===== src/rtl/t1fq_pkg.sv =====
`timescale 1ns/1ps
package t1fq_pkg;

  typedef enum logic [1:0] {
    FMT_D4   = 2'b00,
    FMT_ESF  = 2'b01,
    FMT_SLC  = 2'b10,
    FMT_NONE = 2'b11
  } fmt_e;

  // Strobes from the position decoder to the compare datapath
  typedef struct packed {
    logic check;   // this framing bit counts toward errors
    logic expBit;  // value the pattern expects here
  } chkCtrl_s;

  localparam int PAT_LEN  = 6;  // pattern bits per superframe for each bit class
  localparam int ESF_STEP = 4;  // ESF pattern bit spacing in frames
  localparam int FT_STEP  = 2;  // D4 / SLC-96 terminal and signalling spacing

  // bit k = expected value of the k-th occurrence
  localparam logic [PAT_LEN-1:0] ESF_PAT = 6'b110100; // frames 4..24 : 0 0 1 0 1 1
  localparam logic [PAT_LEN-1:0] FT_PAT  = 6'b010101; // frames 1..11 : 1 0 1 0 1 0
  localparam logic [PAT_LEN-1:0] FS_PAT  = 6'b011100; // frames 2..12 : 0 0 1 1 1 0

endpackage


===== src/rtl/t1fq_ctrl.sv =====
`timescale 1ns/1ps
module t1fq_ctrl
  import t1fq_pkg::*;
#(
  parameter int IDX_W = 5
) (
  input  logic             fbitValid,
  input  logic [IDX_W-1:0] frameIdx,
  input  logic [1:0]       fmtSel,
  input  logic             fsCountEn,
  input  logic             inFrame,
  output chkCtrl_s         ctrl
);

  localparam int ESF_LEN = ESF_STEP * PAT_LEN;
  localparam int D4_LEN  = FT_STEP * PAT_LEN;
  localparam logic [IDX_W-1:0] EXEMPT_IDX = IDX_W'(D4_LEN);

  fmt_e fmt;
  assign fmt = fmt_e'(fmtSel);

  logic     esfHit, esfExp;
  logic     ftHit,  ftExp;
  logic     fsHit,  fsExp;

  // Position matching: one comparator per pattern occurrence
  always_comb begin
    esfHit = 1'b0; esfExp = 1'b0;
    ftHit  = 1'b0; ftExp  = 1'b0;
    fsHit  = 1'b0; fsExp  = 1'b0;
    for (int k = 0; k < PAT_LEN; k++) begin
      if (frameIdx == IDX_W'((k + 1) * ESF_STEP)) begin
        esfHit = 1'b1;
        esfExp = ESF_PAT[k];
      end
      if (frameIdx == IDX_W'(k * FT_STEP + 1)) begin
        ftHit = 1'b1;
        ftExp = FT_PAT[k];
      end
      if (frameIdx == IDX_W'((k + 1) * FT_STEP)) begin
        fsHit = 1'b1;
        fsExp = FS_PAT[k];
      end
    end
  end

  // Format qualification
  always_comb begin
    ctrl = '0;
    if (fbitValid && inFrame) begin
      unique case (fmt)
        FMT_ESF: begin
          ctrl.check  = esfHit;
          ctrl.expBit = esfExp;
        end
        FMT_D4: begin
          if (ftHit) begin
            ctrl.check  = 1'b1;
            ctrl.expBit = ftExp;
          end else if (fsHit && fsCountEn && (frameIdx != EXEMPT_IDX)) begin
            ctrl.check  = 1'b1;
            ctrl.expBit = fsExp;
          end
        end
        FMT_SLC: begin
          ctrl.check  = ftHit;
          ctrl.expBit = ftExp;
        end
        default: ctrl = '0;
      endcase
    end
  end

endmodule


===== src/rtl/t1fq_datapath.sv =====
`timescale 1ns/1ps
module t1fq_datapath
  import t1fq_pkg::*;
(
  input  logic     clk,
  input  logic     rstN,
  input  logic     fbitVal,
  input  chkCtrl_s ctrl,
  output logic     errStrobe
);

  logic mismatch;
  assign mismatch = ctrl.check && (fbitVal != ctrl.expBit);

  always_ff @(posedge clk or negedge rstN) begin
    if (!rstN) errStrobe <= 1'b0;
    else       errStrobe <= mismatch;
  end

endmodule


===== src/rtl/t1_fbit_qualifier.sv =====
`timescale 1ns/1ps
module t1_fbit_qualifier
  import t1fq_pkg::*;
#(
  parameter int IDX_W = 5
) (
  input  logic             clk,
  input  logic             rstN,
  input  logic             fbitValid,
  input  logic             fbitVal,
  input  logic [IDX_W-1:0] frameIdx,
  input  logic [1:0]       fmtSel,
  input  logic             fsCountEn,
  input  logic             inFrame,
  output logic             errStrobe
);

  chkCtrl_s ctrl;

  t1fq_ctrl #(.IDX_W(IDX_W)) uCtrl (
    .fbitValid (fbitValid),
    .frameIdx  (frameIdx),
    .fmtSel    (fmtSel),
    .fsCountEn (fsCountEn),
    .inFrame   (inFrame),
    .ctrl      (ctrl)
  );

  t1fq_datapath uDp (
    .clk       (clk),
    .rstN      (rstN),
    .fbitVal   (fbitVal),
    .ctrl      (ctrl),
    .errStrobe (errStrobe)
  );

endmodule


===== config.mk =====
export PLATFORM = sky130hd
export DESIGN_NAME = t1_fbit_qualifier
export DESIGN_NICKNAME = d
export VERILOG_FILES = /design/src/rtl/t1fq_pkg.sv /design/src/rtl/t1fq_ctrl.sv /design/src/rtl/t1fq_datapath.sv /design/src/rtl/t1_fbit_qualifier.sv
export SDC_FILE = /design/constraint.sdc
export NUM_CORES = 1
export LEC_CHECK = 0
export ABC_AREA = 1
export BUFFER_PORTS_ARGS = -buffer_cell sky130_fd_sc_hd__buf_2
export CORE_AREA = 2 2 39 41
export CTS_CLUSTER_SIZE = 8
export DETAILED_ROUTE_END_ITERATION = 16
export DIE_AREA = 0 0 41 43
export PLACE_DENSITY_LB_ADDON = 0.05
export SETUP_SLACK_MARGIN = 0.1
export SLEW_MARGIN = 20
export SYNTH_ARGS = -nofsm -noshare
export SYNTH_HDL_FRONTEND = slang
export SYNTH_HIERARCHICAL = 1
export SYNTH_SLANG_ARGS = --single-unit

===== constraint.sdc =====
create_clock -name clk -period 0.9 [get_ports clk]
set_input_delay 0.09 -clock clk [delete_from_list [all_inputs] [get_ports clk]]
set_output_delay 0.09 -clock clk [all_outputs]
set_load 0.01 [all_outputs]

==> flow_summary.toml <==
[placement]
place.gp.congestion = 0.6878
io_buffers = 13
hpwl_um = 582.9
pre_cts_slack_ns = -0.2162
dpl.cell_count = 88

[power]
p_leak_nw = 0.2409
p_per_area_nw_per_um2 = 451.2
design_power_total_mw = 0.2168
max-vdd-ir-drop_v = 0.0001003

[global_routing]
track_usage = 0.08092
grt_pass1_vias = 274
antenna_found_initial = 0
overflow = 0
grt_max_degree = 6
grt_pass1_wl_mm = 1.055

[logic_synthesis]
ys_top_cells_by_area = "nand2_1 27%, nor2_1 14%, inv_1 11%"
ys_ff_latch = 1
syn-num-nets = 63
synth_top_area_share = 0.2684
seq_area_frac_synth = 0.1053
yosysUniqueCellTypes = 14
avgSynthCellArea_um2 = 4.755
ys_warn_count = 6
synth_top_cell_by_area = "nand2_1"
synth_cells = 50
synth_area_um2 = 237.7

[final_layout]
regMostFlops = "uDp/errStrobe"
fillCellCount = 172
seqCellArea_um2 = 25.02
drive_gt1_frac = 0.4658
biggestRegsByFlops = "uDp/errStrobe: 1 flops"
largest_reg_flops = 1
finalNonFillerCells = 89
multi_input_comb_area_um2 = 219.0
diodes = 0
utilization = 0.3472
layout.nets = 88
area_delta_synth_final_pct = 102.1

[detailed_routing]
drt_iter0_drc = 3
drtPass1Iterations = 2
antenna_left = 0
vias = 351
drc = 0
wl_per_cell_um = 7.966
finalWirelength_um = 709
via_per_inst = 3.944

[critical_path]
critPathLaunchType = "input pin"
path_max_fanout = 4
endpoint_kind = "flop"
cp_data_arrival_time_ns = 0.96
path_class = "in2reg"
crit_required_ns = 0.78

[die]
core_um2 = 1384
ioPinCount = 14
die-area_um2 = 1763
placement_rows = 14
die_y_um = 43
fp.dieW_um = 41
initial_core_util = 0.1718

[sta]
worstMarginPinSlew_ns = 0.2074
period_needed_ns = 1.078
fmax_mhz = 927.5
setup_viol = 1
setup_slack_ns = -0.1782
rsz0062_at_grt = "true"
period_share = 1.198
hold_viol_final = 0
hold_slack_ns = 0.3304
slew_headroom = 0.8611
drv_slew = 0

[worst_hold_path]
hp-class = "in2reg"

[cts]
clkSlewWorstSetupHoldPaths_ns = 0

[run_status]
failed_checks = "negative setup slack"
status = "complete, but fails checks"

[flow_run]
maxCapViolCount = 0
[cells in the mapped netlist]
cell type   n
a21oi_1     3
a21oi_2     1
clkinv_1    1
dfrtp_1     1
inv_1       7
inv_2       1
nand2_1    17
nand2_2     1
nand3_1     4
nor2_1      9
nor2_2      1
nor3_1      2
o211ai_1    1
o21bai_1    1
[critical path: stages]
cell and delay (ns):
buf_6 0.11, nand2_8 0.08, nor2_2 0.05, nand2_1 0.05
nand2_1 0.05, o21bai_1 0.14, nand2_1 0.08, a21oi_2 0.15
nand2_1 0.06, nand2_1 0.06, nor2_1 0.04
[placed cells by master, fill, tap and decap left out, types with 2 or more instances in the layout]
cell type and count:
a21oi_1 2, a21oi_2 2, buf_2 8, buf_4 9, buf_6 4, inv_1 4, inv_2 3, nand2_1 15
nand2_2 2, nand3_1 2, nor2_1 9, nor3_1 2
[routing by layer]
metal / GRT usage / vias up / routed length, µm
met1: 0.1203 / 140 / 324
met5: 0 / - / 0
met2: 0.1344 / 8 / 343
met3: 0 / 0 / 41
met4: 0 / 0 / 0
li1: - / 203 / -
[kinds of logic (layout without fill, tap and decap cells)]
group,after synthesis,after routing,share of synthesized area
AO/OA/AOI/OAI,6,6,0.1632
flip-flops,1,1,0.1052
AND/OR/NAND/NOR,34,34,0.5895
buffers and inverters,9,32,0.1421
[report_power, final]
group,switching (mW),total [mW],internal (mW)
logic,0.0795,0.170,0.0908
registers,0.000106,0.0465,0.0464
clock network,0,0,0
[layout make-up]
class / count / share of cell area
flip-flops and latches: 1 / 0.05208
repair buffers: 23 / 0.3698
well taps: 16 / 0.04167
inverters: 9 / 0.08073
multi-input cells: 40 / 0.4557
[final timing paths]
kind                       slack (ns)  cells after the start                       to        start
worst max-delay path            -0.18                     11  uDp/errStrobe$_DFF_PN0_  frameIdx[2]
worst min-delay path             0.33                      3  uDp/errStrobe$_DFF_PN0_      fbitVal
max in group asynchronous        0.41                      2  uDp/errStrobe$_DFF_PN0_         rstN
min in group asynchronous        0.40                      2  uDp/errStrobe$_DFF_PN0_         rstN
[per-stage QoR]
stage / setup TNS (ns) / cell area (µm²)
floorplan: 0 / 250.2
global placement: -0.2310 / 402.9
detailed placement: -0.2162 / 402.9
CTS: -0.1949 / 439.2
global route: -0.3290 / 480.5
finish: -0.1782 / 480.5
[timing repair]
item	CTS	global route
setup buffers	0	0
setup endpoints to repair	1	1
hold buffers	1	0
endpoints found under the hold margin	1	0
pin swaps	8	14
resized for setup	10	11
(Power assumes the default switching activity.)
